## src/rtl/cfe_pkg.sv

```systemverilog
package cfe_pkg;
    typedef enum logic {
        PH_LO = 1'b0,
        PH_HI = 1'b1
    } byte_phase_e;
endpackage

```

## src/rtl/cfe_fifo_mem.sv

```systemverilog
module cfe_fifo_mem #(
    parameter int AW = 5,
    parameter int DW = 16
) (
    input  logic          clk,
    input  logic          rst_n,
    input  logic          we,
    input  logic [AW-1:0] waddr,
    input  logic [DW-1:0] wdata,
    input  logic [AW-1:0] raddr,
    output logic [DW-1:0] rdata
);
    localparam int DEPTH = 1 << AW;

    logic [DW-1:0] mem_q [DEPTH];

    always_ff @(posedge clk or negedge rst_n) begin
        if (!rst_n) begin
            for (int i = 0; i < DEPTH; i++) mem_q[i] <= '0;
        end else if (we) begin
            mem_q[waddr] <= wdata;
        end
    end

    assign rdata = mem_q[raddr];
endmodule

```

## src/rtl/cfe_xfer_ctr.sv

```systemverilog
module cfe_xfer_ctr #(
    parameter int LENW = 11
) (
    input  logic            clk,
    input  logic            rst_n,
    input  logic [LENW-1:0] len_val,
    input  logic            blen_we,
    input  logic            nblk_we,
    input  logic            step,
    output logic [LENW:0]   byte_left,
    output logic [LENW:0]   blk_left,
    output logic            blk_last,
    output logic            xfer_last
);
    localparam int CNTW = LENW + 1;

    typedef struct packed {
        logic [CNTW-1:0] blen;
        logic [CNTW-1:0] nblk;
        logic [CNTW-1:0] bcnt;
        logic [CNTW-1:0] kcnt;
    } ctr_t;

    ctr_t c_q, c_d;
    logic [CNTW-1:0] loaded;

    assign loaded    = CNTW'(len_val) + CNTW'(1);
    assign blk_last  = (c_q.bcnt == CNTW'(1));
    assign xfer_last = blk_last && (c_q.kcnt == CNTW'(1));

    always_comb begin
        c_d = c_q;
        if (blen_we) begin
            c_d.blen = loaded;
            c_d.bcnt = loaded;
        end else if (nblk_we) begin
            c_d.nblk = loaded;
            c_d.kcnt = loaded;
            c_d.bcnt = c_q.blen;
        end else if (step) begin
            if (blk_last) begin
                c_d.bcnt = c_q.blen;
                c_d.kcnt = xfer_last ? c_q.nblk : c_q.kcnt - CNTW'(1);
            end else begin
                c_d.bcnt = c_q.bcnt - CNTW'(1);
            end
        end
    end

    always_ff @(posedge clk or negedge rst_n) begin
        if (!rst_n) c_q <= '0;
        else        c_q <= c_d;
    end

    assign byte_left = c_q.bcnt;
    assign blk_left  = c_q.kcnt;
endmodule

```

## src/rtl/cfe_level_mon.sv

```systemverilog
module cfe_level_mon #(
    parameter int AW = 5
) (
    input  logic        active,
    input  logic        dir_rx,
    input  logic [AW:0] fill,
    input  logic [AW-1:0] af_lvl,
    input  logic [AW-1:0] ae_lvl,
    input  logic        rx_dma_en,
    input  logic        tx_dma_en,
    output logic        dma_rx,
    output logic        dma_tx,
    output logic        flag_af,
    output logic        flag_ae
);
    logic idle_empty, af_hit, ae_hit;

    always_comb begin
        idle_empty = !active && (fill == '0);
        af_hit     = !idle_empty && dir_rx  && (fill > {1'b0, af_lvl});
        ae_hit     = !idle_empty && !dir_rx && (fill < {1'b0, ae_lvl});
        dma_rx     = af_hit && rx_dma_en;
        flag_af    = af_hit && !rx_dma_en;
        dma_tx     = ae_hit && tx_dma_en;
        flag_ae    = ae_hit && !tx_dma_en;
    end
endmodule

```

## src/rtl/card_fifo_engine.sv

```systemverilog
module card_fifo_engine
    import cfe_pkg::*;
#(
    parameter int AW   = 5,
    parameter int DW   = 16,
    parameter int LENW = 11
) (
    input  logic            clk,
    input  logic            rst_n,
    input  logic            cfg_dir_rx,
    input  logic [LENW-1:0] cfg_len_val,
    input  logic            cfg_blen_we,
    input  logic            cfg_nblk_we,
    input  logic            cfg_lvl_we,
    input  logic [AW-1:0]   cfg_af_lvl,
    input  logic [AW-1:0]   cfg_ae_lvl,
    input  logic            cfg_rx_dma_en,
    input  logic            cfg_tx_dma_en,
    input  logic            xfer_start,
    input  logic            stat_clr,
    input  logic            host_wr,
    input  logic [DW-1:0]   host_wdata,
    input  logic            host_rd,
    output logic [DW-1:0]   host_rdata,
    input  logic            crd_rx_valid,
    input  logic [DW/2-1:0] crd_rx_data,
    output logic            crd_rx_ready,
    output logic            crd_tx_valid,
    output logic [DW/2-1:0] crd_tx_data,
    input  logic            crd_tx_ready,
    output logic            dma_rx_req,
    output logic            dma_tx_req,
    output logic            st_eot,
    output logic            st_af,
    output logic            st_ae,
    output logic            st_underrun,
    output logic            xfer_active,
    output logic [AW:0]     fill_level,
    output logic [LENW:0]   byte_left,
    output logic [LENW:0]   blk_left
);
    localparam int DEPTH = 1 << AW;
    localparam int CW    = AW + 1;
    localparam int BW    = DW / 2;

    typedef struct packed {
        logic [AW-1:0] rd;
        logic [CW-1:0] cnt;
        byte_phase_e   ph;
        logic [BW-1:0] hold;
        logic          act;
        logic          eot;
        logic          unr;
        logic [AW-1:0] af;
        logic [AW-1:0] ae;
        logic          rxen;
        logic          txen;
    } eng_t;

    eng_t s_q, s_d;

    logic          rx_hs, tx_hs, step, blk_last, xfer_last;
    logic          host_push, host_pop, card_commit, card_pop, push, pop;
    logic          mem_we;
    logic [AW-1:0] wr_ptr;
    logic [DW-1:0] mem_wdata, head;

    cfe_xfer_ctr #(.LENW(LENW)) u_ctr (
        .clk       (clk),
        .rst_n     (rst_n),
        .len_val   (cfg_len_val),
        .blen_we   (cfg_blen_we),
        .nblk_we   (cfg_nblk_we),
        .step      (step),
        .byte_left (byte_left),
        .blk_left  (blk_left),
        .blk_last  (blk_last),
        .xfer_last (xfer_last)
    );

    cfe_fifo_mem #(.AW(AW), .DW(DW)) u_mem (
        .clk   (clk),
        .rst_n (rst_n),
        .we    (mem_we),
        .waddr (wr_ptr),
        .wdata (mem_wdata),
        .raddr (s_q.rd),
        .rdata (head)
    );

    cfe_level_mon #(.AW(AW)) u_lvl (
        .active    (s_q.act),
        .dir_rx    (cfg_dir_rx),
        .fill      (s_q.cnt),
        .af_lvl    (s_q.af),
        .ae_lvl    (s_q.ae),
        .rx_dma_en (s_q.rxen),
        .tx_dma_en (s_q.txen),
        .dma_rx    (dma_rx_req),
        .dma_tx    (dma_tx_req),
        .flag_af   (st_af),
        .flag_ae   (st_ae)
    );

    // card port: one byte per cycle, direction-gated
    assign crd_rx_ready = s_q.act && cfg_dir_rx &&
                          (s_q.ph == PH_HI || s_q.cnt <= {1'b0, s_q.af});
    assign crd_tx_valid = s_q.act && !cfg_dir_rx && (s_q.cnt != '0);
    assign crd_tx_data  = (s_q.ph == PH_HI) ? head[DW-1:BW] : head[BW-1:0];
    assign host_rdata   = head;

    always_comb begin
        s_d    = s_q;
        rx_hs  = crd_rx_valid && crd_rx_ready;
        tx_hs  = crd_tx_valid && crd_tx_ready;
        step   = rx_hs || tx_hs;
        wr_ptr = s_q.rd + s_q.cnt[AW-1:0];

        host_push   = host_wr && !cfg_dir_rx && (s_q.cnt != CW'(DEPTH));
        host_pop    = host_rd && cfg_dir_rx && (s_q.cnt != '0);
        card_commit = rx_hs && (s_q.ph == PH_HI || blk_last);
        card_pop    = tx_hs && (s_q.ph == PH_HI || blk_last);
        push        = host_push || card_commit;
        pop         = host_pop || card_pop;

        mem_we = push;
        if (card_commit)
            mem_wdata = (s_q.ph == PH_HI) ? {crd_rx_data, s_q.hold}
                                          : {{BW{1'b0}}, crd_rx_data};
        else
            mem_wdata = host_wdata;

        s_d.cnt = s_q.cnt + CW'(push) - CW'(pop);
        if (pop) s_d.rd = s_q.rd + AW'(1);

        if (step) begin
            s_d.ph = (s_q.ph == PH_LO && !blk_last) ? PH_HI : PH_LO;
            if (rx_hs && s_q.ph == PH_LO) s_d.hold = crd_rx_data;
        end

        if (stat_clr) begin
            s_d.eot = 1'b0;
            s_d.unr = 1'b0;
        end
        if (host_rd && cfg_dir_rx && s_q.cnt == '0) s_d.unr = 1'b1;

        if (xfer_start && !s_q.act && byte_left != '0 && blk_left != '0) begin
            s_d.act = 1'b1;
            s_d.ph  = PH_LO;
        end
        if (step && xfer_last) begin
            s_d.act = 1'b0;
            s_d.eot = 1'b1;
        end

        if (cfg_lvl_we) begin
            s_d.af   = cfg_af_lvl;
            s_d.ae   = cfg_ae_lvl;
            s_d.rxen = cfg_rx_dma_en;
            s_d.txen = cfg_tx_dma_en;
        end
    end

    always_ff @(posedge clk or negedge rst_n) begin
        if (!rst_n) begin
            s_q    <= '0;
            s_q.ph <= PH_LO;
            s_q.af <= '1;
            s_q.ae <= '0;
        end else begin
            s_q <= s_d;
        end
    end

    assign st_eot      = s_q.eot;
    assign st_underrun = s_q.unr;
    assign xfer_active = s_q.act;
    assign fill_level  = s_q.cnt;
endmodule

```

## config.mk

```make
export PLATFORM = sky130hd
export DESIGN_NAME = card_fifo_engine
export DESIGN_NICKNAME = d
export VERILOG_FILES = /design/src/rtl/cfe_pkg.sv /design/src/rtl/cfe_fifo_mem.sv /design/src/rtl/cfe_xfer_ctr.sv /design/src/rtl/cfe_level_mon.sv /design/src/rtl/card_fifo_engine.sv
export SDC_FILE = /design/constraint.sdc
export NUM_CORES = 1
export LEC_CHECK = 0
export ABC_CLOCK_PERIOD_IN_PS = 7600
export BUFFER_PORTS_ARGS = -buffer_cell sky130_fd_sc_hd__clkbuf_2
export CAP_MARGIN = 20
export CORE_MARGIN = 8
export CORE_UTILIZATION = 40
export DETAILED_ROUTE_END_ITERATION = 10
export RECOVER_POWER = 100
export SETUP_SLACK_MARGIN = 0.4
export SLEW_MARGIN = 20
export SYNTH_ARGS = -nofsm -noshare
export SYNTH_HDL_FRONTEND = slang
export SYNTH_HIERARCHICAL = 1
export SYNTH_SLANG_ARGS = --single-unit
```

## constraint.sdc

```tcl
create_clock -name clk -period 7.6 [get_ports clk]
set_clock_uncertainty 0.15 [all_clocks]
set_input_delay 0.76 -clock clk [delete_from_list [all_inputs] [get_ports clk]]
set_output_delay 0.76 -clock clk [all_outputs]
set_load 0.03 [all_outputs]
```

==> flow_summary.ini, run 1 <==
[synth]
synth_xor_area_share_pct = 0.905
netlist_area_um2 = 30000
ys_seq_elements = 595
yosys-top-cells-area = dfrtp_1 (49%), mux2_2 (19%), mux2i_1 (8.7%)
synth_compound_area_share_pct = 6.50
synthMuxAreaShare_pct = 29.9
synth_fa_ha_area_share_pct = 1.51
syn-num-nets = 2429
yosys_warnings = 6
synth_simple_gate_area_share_pct = 6.95
synth_cell_types = 89
synthArstFlopShare_pct = 100
synth_top_family_by_area = multiplexers
synth_area_per_cell_um2 = 12.9
syn_inst = 2335
synth-edff-count = 0
synth_ff_type = dfrtp_1
yosysTopAreaCell = dfrtp_1
synth_top_area_share_pct = 49.2
ys_seq_area_share_pct = 49.6

[clock_network]
clk_path_buf_depth = 3
ctsResizeCount = 0
cts_inserted_buffers = 66
clk_pin_slew_worst_paths_ns = 0.06
postCtsSetupBuffers = 0
cts_tree = built
clockRootBuffer = clkbuf_16
cts-htree-levels = 3
hold_buffers = 0
clkSinkCount = 595
insertion_delay_ns = 0.60

[placement]
port_buffers = 121
place_ws_ns = 3.18
dp_hpwl_mm = 49.2
gp_congestion = 0.823

[pwr]
vdd.ir_drop.worst_v = 0.000387
p_per_area_nw_per_um2 = 455
pwr-share-seq_pct = 35.4
p_clk_share_pct = 20.8
netSwitchingFraction_pct = 38.9
power.net_switching_mw = 5.78
power.total_mw = 14.8
combPwrFrac_pct = 43.8
leakagePower_nw = 15.2
p_int_mw = 9.06

[sta]
tightest_slew_ns = 4.25
final_hold_viol_count = 0
slew_violations = 685
fin_crit_ns = 6.15
fin_crit_sh_pct = 80.9
final.setup.tns_ns = 0
maxSlewHeadroom_pct = -183
setup_viol = 0
rsz0062_at_grt = no
timing.fmax_ghz = 0.163
holdWs_ns = 0.0418
setup_slack_ns = 1.45

[drt]
routedWlPerCell_um = 23.6
route.detailed.drc = 0
vias = 19020
drt_iter0_markers = 1293
drt_pass1_iterations = 5
ant_nets = 0
finalWirelength_mm = 79.3
via_per_inst = 5.66

[global_routing]
grt_pass1_vias = 20164
grt-ovfl-total = 0
grt_pass1_wl_mm = 124
antenna_found_initial = 0
grt_max_degree = 169
grt_use_total_pct = 18.5

[worst_setup_path]
cp.required_ns = 6.69
startpoint_type = flop
cp_max_fo = 28
worstPathArrival_ns = 5.24
cp-end-kind = output pin
crit_type = flop to output pin

[final_layout]
syn_to_final_growth_pct = 8.73
layout-drive-gt1-share_pct = 30.4
utilization_pct = 43.9
regArea_um2 = 14900
multi_input_area_um2 = 13600
final_net_count = 2437
fill_cells = 6856

[floorplan]
row_count = 100
dieArea_um2 = 84100
core_area_um2 = 74300
ios = 122
fp.dieH_um = 290
start_util_pct = 40.4
die_w_um = 290

[min_path]
hp-class = primary input to asynchronous set/reset pin

[outcome]
violations = capacitance limit, slew limit
outcome = finished, violations left

[run]
cap_violations = 14
==> layer usage <==
metal  track usage, %  share of wire [%]  up-vias
li1                 -                  -     8491
met1             26.1                 47     9910
met2             29.1                 45      497
met3             3.81                5.4      122
met4             4.69                2.2        0
met5                0                  0        -
==> cells by family after synthesis <==
| group | count (synthesis) |
|---|---|
| simple gates | 330 |
| buf+inv | 249 |
| flops | 595 |
| fa+ha+maj | 35 |
| xor+xnor | 31 |
| compound gates | 278 |
| mux | 817 |
==> placed cells by master (no fill, tap or decap), types with 4 or more instances in the layout <==
| master | Yosys | layout |
|---|---|---|
| clkbuf_1 | 92 | 86 |
| o31ai_1 | 7 | 8 |
| buf_4 | 57 | 19 |
| a211oi_1 | 5 | 5 |
| clkbuf_2 | 2 | 61 |
| ha_1 | 33 | 33 |
| dfrtp_1 | 590 | 589 |
| clkbuf_8 | 0 | 10 |
| a21o_1 | 7 | 7 |
| a21oi_1 | 58 | 58 |
| xnor2_1 | 16 | 15 |
| nand2_1 | 74 | 90 |
| nor3_1 | 30 | 31 |
| mux2_2 | 494 | 494 |
| nand4_1 | 22 | 23 |
| dfstp_2 | 5 | 4 |
| nor2_8 | 8 | 8 |
| xor2_1 | 15 | 15 |
| and3_1 | 4 | 4 |
| nor3b_1 | 6 | 7 |
| clkinv_2 | 1 | 9 |
| a31oi_1 | 19 | 20 |
| o21ai_0 | 29 | 35 |
| inv_1 | 40 | 40 |
| nor2b_1 | 6 | 4 |
| mux2_1 | 36 | 45 |
| nand2b_1 | 5 | 5 |
| mux2_4 | 27 | 18 |
| a22oi_1 | 69 | 69 |
| mux2i_1 | 260 | 260 |
| a221oi_1 | 4 | 4 |
| a22o_1 | 41 | 40 |
| nand3_1 | 54 | 54 |
| or4_1 | 4 | 4 |
| nor4_1 | 18 | 18 |
| nor2_1 | 37 | 46 |
| clkbuf_16 | 0 | 67 |
==> final cells by class <==
type                            instances  share of cell area, %
Sequential cell                       595                   45.7
Multi-Input combinational cell       1491                   41.5
Clock buffer                           98                   5.80
Tap cell                              969                   3.72
Timing Repair Buffer                  148                   2.29
Clock inverter                         16                  0.518
Inverter                               41                  0.475
Antenna cell                            3                 0.0230
==> power groups by stage <==
stage / clock [mW] / combinational, mW / sequential [mW]
2_1_floorplan: 0 / 5.15 / 5.02
3_3_place_gp: 0 / 6.52 / 5.21
3_5_place_dp: 0 / 6.64 / 5.30
4_1_cts: 3.18 / 6.67 / 5.25
5_1_grt: 3.30 / 6.97 / 5.43
6_report: 3.09 / 6.50 / 5.25
==> state kept, by name (all words and copies together), names as in the netlist <==
| name | cells |
|---|---|
| st_underrun | 1 |
| u_ctr/c_q | 24 |
| fill_level | 6 |
| u_ctr/blk_left | 12 |
| s_q | 26 |
| st_eot | 1 |
| xfer_active | 1 |
| u_ctr/byte_left | 12 |
| u_mem/mem_q | 512 |
==> synthesized netlist by cell type, drive strengths merged (5+ instances only) <==
| library cell | number |
|---|---|
| dfrtp | 590 |
| mux2 | 557 |
| mux2i | 260 |
| buf | 114 |
| clkbuf | 94 |
| nand2 | 90 |
| a22oi | 69 |
| a21oi | 58 |
| nand3 | 56 |
| nor2 | 55 |
| a22o | 41 |
| inv | 40 |
| o21ai | 37 |
| ha | 33 |
| nor3 | 33 |
| nand4 | 23 |
| a31oi | 20 |
| nor4 | 20 |
| xnor2 | 16 |
| xor2 | 15 |
| nor3b | 10 |
| o31ai | 9 |
| a21o | 7 |
| a211oi | 6 |
| nand3b | 6 |
| nor2b | 6 |
| dfstp | 5 |
| nand2b | 5 |
| or4 | 5 |
==> path summary, 6_finish.rpt <==
path | slack, ns | depth (start not counted) | endpoint | start
worst min register to register | 0.32 | 1 | u_ctr/c_q[39] | u_ctr/c_q[39]
worst max register to register | 1.67 | 11 | u_mem/mem_q[151] | u_ctr/byte_left[1]
worst min-delay path | 0.04 | 1 | fill_level[5] | rst_n
worst max-delay path | 1.45 | 7 | crd_tx_data[0] | s_q[30]
max in group asynchronous | 2.48 | 3 | u_mem/mem_q[249] | rst_n
min in group clk | 0.24 | 3 | s_q[9] | cfg_af_lvl[2]
==> critical path, stage by stage (launching register included) <==
cell and delay [ns]:
dfrtp_1 0.57, nor2b_4 0.92, clkbuf_1 1.43, a22oi_1 0.25, a31oi_1 0.39, nand3_1 0.35
mux2_1 0.47, clkbuf_1 0.24
==> through the flow <==
| step | cells | cell area, um^2 |
|---|---|---|
| global route | 3358 | 32600 |
| floorplan | 2335 | 30000 |
| global placement | 3244 | 30900 |
| finish | 3361 | 32600 |
| CTS | 3358 | 33000 |
| detailed placement | 3244 | 30900 |
(Power assumes the default switching activity.)
==> inputs of run 2 (changes only) <==
--- a/config.mk
+++ b/config.mk
@@ -5,7 +5,8 @@
 export SDC_FILE = /design/constraint.sdc
 export NUM_CORES = 1
 export LEC_CHECK = 0
-export ABC_CLOCK_PERIOD_IN_PS = 7600
+export ABC_AREA = 1
+export ABC_CLOCK_PERIOD_IN_PS = 5100
 export BUFFER_PORTS_ARGS = -buffer_cell sky130_fd_sc_hd__clkbuf_2
 export CAP_MARGIN = 20
 export CORE_MARGIN = 8
==> constraint.sdc (replaced) <==
create_clock -name clk -period 5.1 [get_ports clk]
set_clock_uncertainty 0.15 [all_clocks]
set_input_delay 0.51 -clock clk [delete_from_list [all_inputs] [get_ports clk]]
set_output_delay 0.51 -clock clk [all_outputs]
set_load 0.03 [all_outputs]
==> run 2 against run 1 <==
Against the previous run:
- the run still ends with capacitance limit, slew limit left
- synthesized area decreased by 1.1%
- global-route usage increased by 2.1 points
- via count increased by 31%
- combinational power increased by 45%
- flip-flop and latch count unchanged
- critical endpoint is now crd_tx_data[1]
==> flow_summary.ini, run 2 <==
[synth]
synth_area_per_cell_um2 = 7.77
synth_cell_types = 46
synth_top_area_share_pct = 49.7
synth_common_cells = nand2_1 (1414), dfrtp_1 (590), o21ai_0 (457), nand3_1 (441), clkbuf_1 (189)
syn_inst = 3821
synth_ff_type = dfrtp_1
synthArstFlopShare_pct = 100
yosysTopAreaCell = dfrtp_1
yosys_warnings = 6
syn-num-nets = 3915
netlist_area_um2 = 29700
synth-edff-count = 0
ys_seq_area_share_pct = 50.2
yosys-top-cells-area = dfrtp_1 (50%), nand2_1 (18%), o21ai_0 (7.7%)
synth.most_common_cell = nand2_1
ys_seq_elements = 595

[sta]
tightest_slew_ns = 2.53
setup_slack_ns = 0.476
final.setup.tns_ns = 0
maxSlewHeadroom_pct = -68.6
fin_crit_sh_pct = 90.7
rsz0062_at_grt = no
slew_violations = 122
fin_crit_ns = 4.62
final_hold_viol_count = 0
timing.fmax_ghz = 0.216
holdWs_ns = 0.0362
setup_viol = 0

[final_layout]
largest_register_ffs = 512
layout.cells.most_common_list = nand2_1 (1417), dfrtp_1 (587), o21ai_0 (485)
fill_cells = 7499
top_register = u_mem/mem_q
antenna_cells = 0
layout_commonest_cell = nand2_1
reg_top3 = u_mem/mem_q (512), s_q (26), u_ctr/c_q (24)
syn_to_final_growth_pct = 10.7
regArea_um2 = 14900
layout-drive-gt1-share_pct = 8.17
final_net_count = 3874
utilization_pct = 44.5
multi_input_area_um2 = 12700

[clock_network]
ctsResizeCount = 0
cts-htree-levels = 3
cts_tree = built
postCtsSetupBuffers = 0
clk_path_buf_depth = 3
clk_pin_slew_worst_paths_ns = 0.06
clockRootBuffer = clkbuf_16
insertion_delay_ns = 0.60
cts_inserted_buffers = 67
clkSinkCount = 595

[floorplan]
dieArea_um2 = 83200
ios = 122
fp.dieH_um = 288
die_w_um = 288
core_area_um2 = 73900
row_count = 100
start_util_pct = 40.1

[worst_setup_path]
startpoint_type = flop
cp_common_cell = nand2_1
crit_chain = buf_4 -> clkbuf_4 -> nand3_1 -> nand3_1 -> nand2_1 -> nand2_1 -> nand2_1 -> nand2_1 -> nand2_1 -> nand2_1 -> nand2_1 -> clkbuf_1
critPathMaxStageDelay_ns = 1.04
worstPathArrival_ns = 3.96
cp.required_ns = 4.44
cp-end-kind = output pin
crit_slowest_cell = clkbuf_4
cp_max_fo = 71
crit_type = flop to output pin

[drt]
drt_pass1_iterations = 5
via_per_inst = 5.18
drt_iter0_markers = 2246
vias = 24863
routedWlPerCell_um = 17.8
ant_nets = 0
route.detailed.drc = 0
finalWirelength_mm = 85.3

[global_routing]
grt_use_total_pct = 20.6
grt_pass1_vias = 23787
grt_pass1_wl_mm = 138
grt-ovfl-total = 0
antenna_found_initial = 0
grt_max_degree = 148

[run]
cap_violations = 2

[pwr]
p_per_area_nw_per_um2 = 677
vdd.ir_drop.worst_v = 0.000406
power.total_mw = 22.2
leakagePower_nw = 15.6

[outcome]
outcome = finished, violations left
violations = capacitance limit, slew limit

[placement]
gp_congestion = 0.865
dp_hpwl_mm = 51.5
port_buffers = 121
place_ws_ns = 0.923

[min_path]
hp-class = primary input to flop
## run 2: per-layer routing
metal  up-vias  track usage, %  share of wire, %
met5         -               0                 0
met4         0            5.43               2.0
met3       101            2.87               5.7
met2       654            32.7                45
met1     11876            29.5                47
li1      12232               -                 -
## run 2: critical path, delay by kind of cell (launching register included)
| kind | cells | cell delay, ns |
|---|---|---|
| simple gates | 9 | 1.03 |
| buf+inv | 3 | 1.87 |
| flops | 1 | 0.41 |
## run 2: report_power, final
| part | leakage (nW) | switching, mW | internal, mW |
|---|---|---|---|
| sequential | 7.78 | 1.11 | 6.60 |
| combinational | 6.66 | 6.67 | 2.78 |
| clock | 1.17 | 1.99 | 3.11 |
## run 2: path summary, 6_finish.rpt
check                                        start                  to  slack (ns)  depth (start not counted)
worst max-delay path                       s_q[31]      crd_tx_data[1]        0.48                         12
worst min-delay path                crd_rx_data[4]             s_q[19]        0.04                          3
worst max register to register  u_ctr/byte_left[1]    u_mem/mem_q[241]        0.53                         13
worst min register to register    u_mem/mem_q[458]    u_mem/mem_q[458]        0.33                          2
max in group asynchronous                    rst_n    u_mem/mem_q[486]        1.11                          3
min in group asynchronous                    rst_n  u_ctr/byte_left[2]        1.07                          2
## run 2: area by class of cell
cell class / instances / share of cell area, %
flip-flops and latches: 595 / 45.3
multi-input cells: 2783 / 38.7
clock buffers: 102 / 6.40
well taps: 969 / 3.69
repair buffers: 195 / 3.48
inverters: 138 / 1.61
clock inverters: 19 / 0.788
## run 2: cell families (layout without fill, tap and decap cells)
group                      Yosys count  in the layout  synth area share, %
AOI/OAI and AO/OA                  631            631                 11.3
xor gates and xnor gates            26             26                0.767
adders and majority gates           35             35                 1.53
buffers and inverters              443            454                 6.63
DFF                                595            595                 50.2
muxes                                8              8                0.303
and+or+nand+nor                   2083           2083                 29.3
## run 2: stage by stage
| step | instance area, um^2 | cells |
|---|---|---|
| final | 32900 | 4801 |
| after global routing | 32900 | 4801 |
| after CTS | 33200 | 4800 |
| after detailed placement | 30700 | 4663 |
| after global placement | 30600 | 4661 |
| after floorplan | 29700 | 3821 |
## run 2: what timing repair did
action | 4_1_cts | 5_1_grt
setup endpoints to repair | 0 | 0
hold buffers | 16 | 0
hold endpoints to repair | 93 | 0
==> inputs of run 3 (changes only) <==
--- a/config.mk
+++ b/config.mk
@@ -5,7 +5,6 @@
 export SDC_FILE = /design/constraint.sdc
 export NUM_CORES = 1
 export LEC_CHECK = 0
-export ABC_AREA = 1
 export ABC_CLOCK_PERIOD_IN_PS = 5100
 export BUFFER_PORTS_ARGS = -buffer_cell sky130_fd_sc_hd__clkbuf_2
 export CAP_MARGIN = 20
==> run 3 against run 2 <==
Against the previous run:
- clock-buffer cell count shrank 9
- hold slack gained 0.012 ns
- critical endpoint unchanged
- flip-flop and latch count is the same
- the flow still finishes with violations (capacitance limit, slew limit)
- worst setup slack lost 0.094 ns
- sequential share of layout area shrank 0.60 points
==> flow_summary.ini, run 3 (synthesized netlist as in run 1, its figures left out) <==
[run]
cap_violations = 3

[floorplan]
die_w_um = 290
ios = 122
core_area_um2 = 74300
fp.dieH_um = 290
dieArea_um2 = 84100
start_util_pct = 40.4
row_count = 100

[sta]
slew_violations = 168
final_hold_viol_count = 0
timing.fmax_ghz = 0.212
fin_crit_sh_pct = 92.5
rsz0062_at_grt = no
tightest_slew_ns = 3.04
final.setup.tns_ns = 0
setup_viol = 0
maxSlewHeadroom_pct = -102
fin_crit_ns = 4.72

[pwr]
p_int_mw = 14.0
combPwrFrac_pct = 43.5
p_clk_share_pct = 22.2
p_per_area_nw_per_um2 = 687
vdd.ir_drop.worst_v = 0.000669
power.net_switching_mw = 8.86
netSwitchingFraction_pct = 38.7
pwr-share-seq_pct = 34.2
leakagePower_nw = 15.5

[worst_setup_path]
startpoint_type = flop
crit_type = flop to output pin
path_buf_inv = 2
worstPathArrival_ns = 4.06
critPathMaxStageDelay_ns = 0.82
cp.required_ns = 4.44
crit_family = buffers and inverters
cp-end-kind = output pin
crit_slowest_cell = buf_6
crit_chain = buf_6 -> mux2i_1 -> a22oi_1 -> nand4_1 -> nand3_1 -> mux2_1 -> clkbuf_2
cp_max_fo = 95

[placement]
port_buffers = 121
place_area_um2 = 31100
gp_congestion = 0.838
dp_hpwl_mm = 50.7

[clock_network]
clk_path_buf_depth = 3
cts_inserted_buffers = 68
cts_tree = built
clk_pin_slew_worst_paths_ns = 0.06
cts-htree-levels = 3
ctsResizeCount = 0
clkSinkCount = 595
postCtsSetupBuffers = 0
insertion_delay_ns = 0.59
clockRootBuffer = clkbuf_16

[final_layout]
reg_top3 = u_mem/mem_q (512), s_q (26), u_ctr/c_q (24)
layout.cells.most_common_list = dfrtp_1 (589), mux2_2 (494), mux2i_1 (260)
design_area_um2 = 33300
layout-drive-gt1-share_pct = 32.3
syn_to_final_growth_pct = 10.9
top_register = u_mem/mem_q
largest_register_ffs = 512
layout_commonest_cell = dfrtp_1
final_net_count = 2463

[min_path]
hp-class = primary input to flop

[global_routing]
grt_pass1_vias = 20577
grt_max_degree = 112
antenna_found_initial = 2
grt-ovfl-total = 0
grt_pass1_wl_mm = 124
grt_use_total_pct = 18.4

[outcome]
violations = capacitance limit, slew limit
outcome = finished, violations left

[drt]
routedWlPerCell_um = 23.3
via_per_inst = 5.68
drt_iter0_markers = 1162
vias = 19261
finalWirelength_mm = 79.0
drt_pass1_iterations = 6
route.detailed.drc = 0
ant_nets = 0
[run 3: cell count changes in the layout (fill, tap and decap cells not counted), moves of 18 or more]
cell,before,now
nand2_1,1417,87
a22o_1,0,39
mux2_4,0,19
inv_1,127,40
o21ai_2,18,0
mux2i_1,0,260
a21oi_1,97,58
nor2_1,160,37
o21ai_0,485,35
nand3_1,441,54
nor4_1,0,18
a22oi_1,1,69
mux2_2,8,494
mux2_1,0,44
[run 3: layout make-up]
class	count	area, um^2
sequential	595	14900
multi-input combinational	1491	13600
fill	6833	41000
timing repair buffer	172	1070
antenna	3	7.51
tap	969	1210
clock buffer	93	1980
clock inverter	29	360
inverter	41	155
[run 3: metrics by stage]
stage	setup WS, ns	cells	total power, mW	hold WS [ns]	util [%]
3_5_place_dp	0.838	3255	18.1	0.312	41.8
6_report	0.382	3393	22.9	0.0483	44.8
3_3_place_gp	0.941	3255	17.7	0.309	41.8
4_1_cts	0.653	3390	23.2	0.0140	45.1
2_1_floorplan	1.60	2335	15.1	0.0644	-
5_1_grt	0.288	3390	24.1	0.0211	44.8
[run 3: per-layer routing]
metal	vias to the layer above	GRT usage [%]	wire, um
met2	486	29.4	36600
li1	8555	-	-
met1	10094	25.9	36700
met4	0	4.93	1760
met3	126	2.99	3980
met5	-	0	0
[run 3: power by group through the flow]
stage	clock network (mW)	registers, mW	logic, mW
after floorplan	0	7.47	7.67
after global placement	0	7.77	9.92
after detailed placement	0	7.91	10.1
after CTS	5.22	7.83	10.2
after global routing	5.40	8.08	10.6
final	5.09	7.83	9.96
[run 3: path summary, 6_finish.rpt]
path,cells after the start,slack [ns],from,endpoint
worst max-delay path,7,0.38,s_q[31],crd_tx_data[1]
worst min-delay path,2,0.05,crd_rx_data[3],s_q[18]
worst max register to register,9,0.46,fill_level[3],u_mem/mem_q[213]
worst min register to register,1,0.33,u_ctr/c_q[39],u_ctr/c_q[39]
max in group asynchronous,3,1.47,rst_n,u_ctr/c_q[32]
min in group asynchronous,2,1.29,rst_n,s_q[22]
[run 3: what timing repair did]
item,4_1_cts,5_1_grt
hold buffers,13,0
setup endpoints to repair,0,0
hold endpoints to repair,112,0
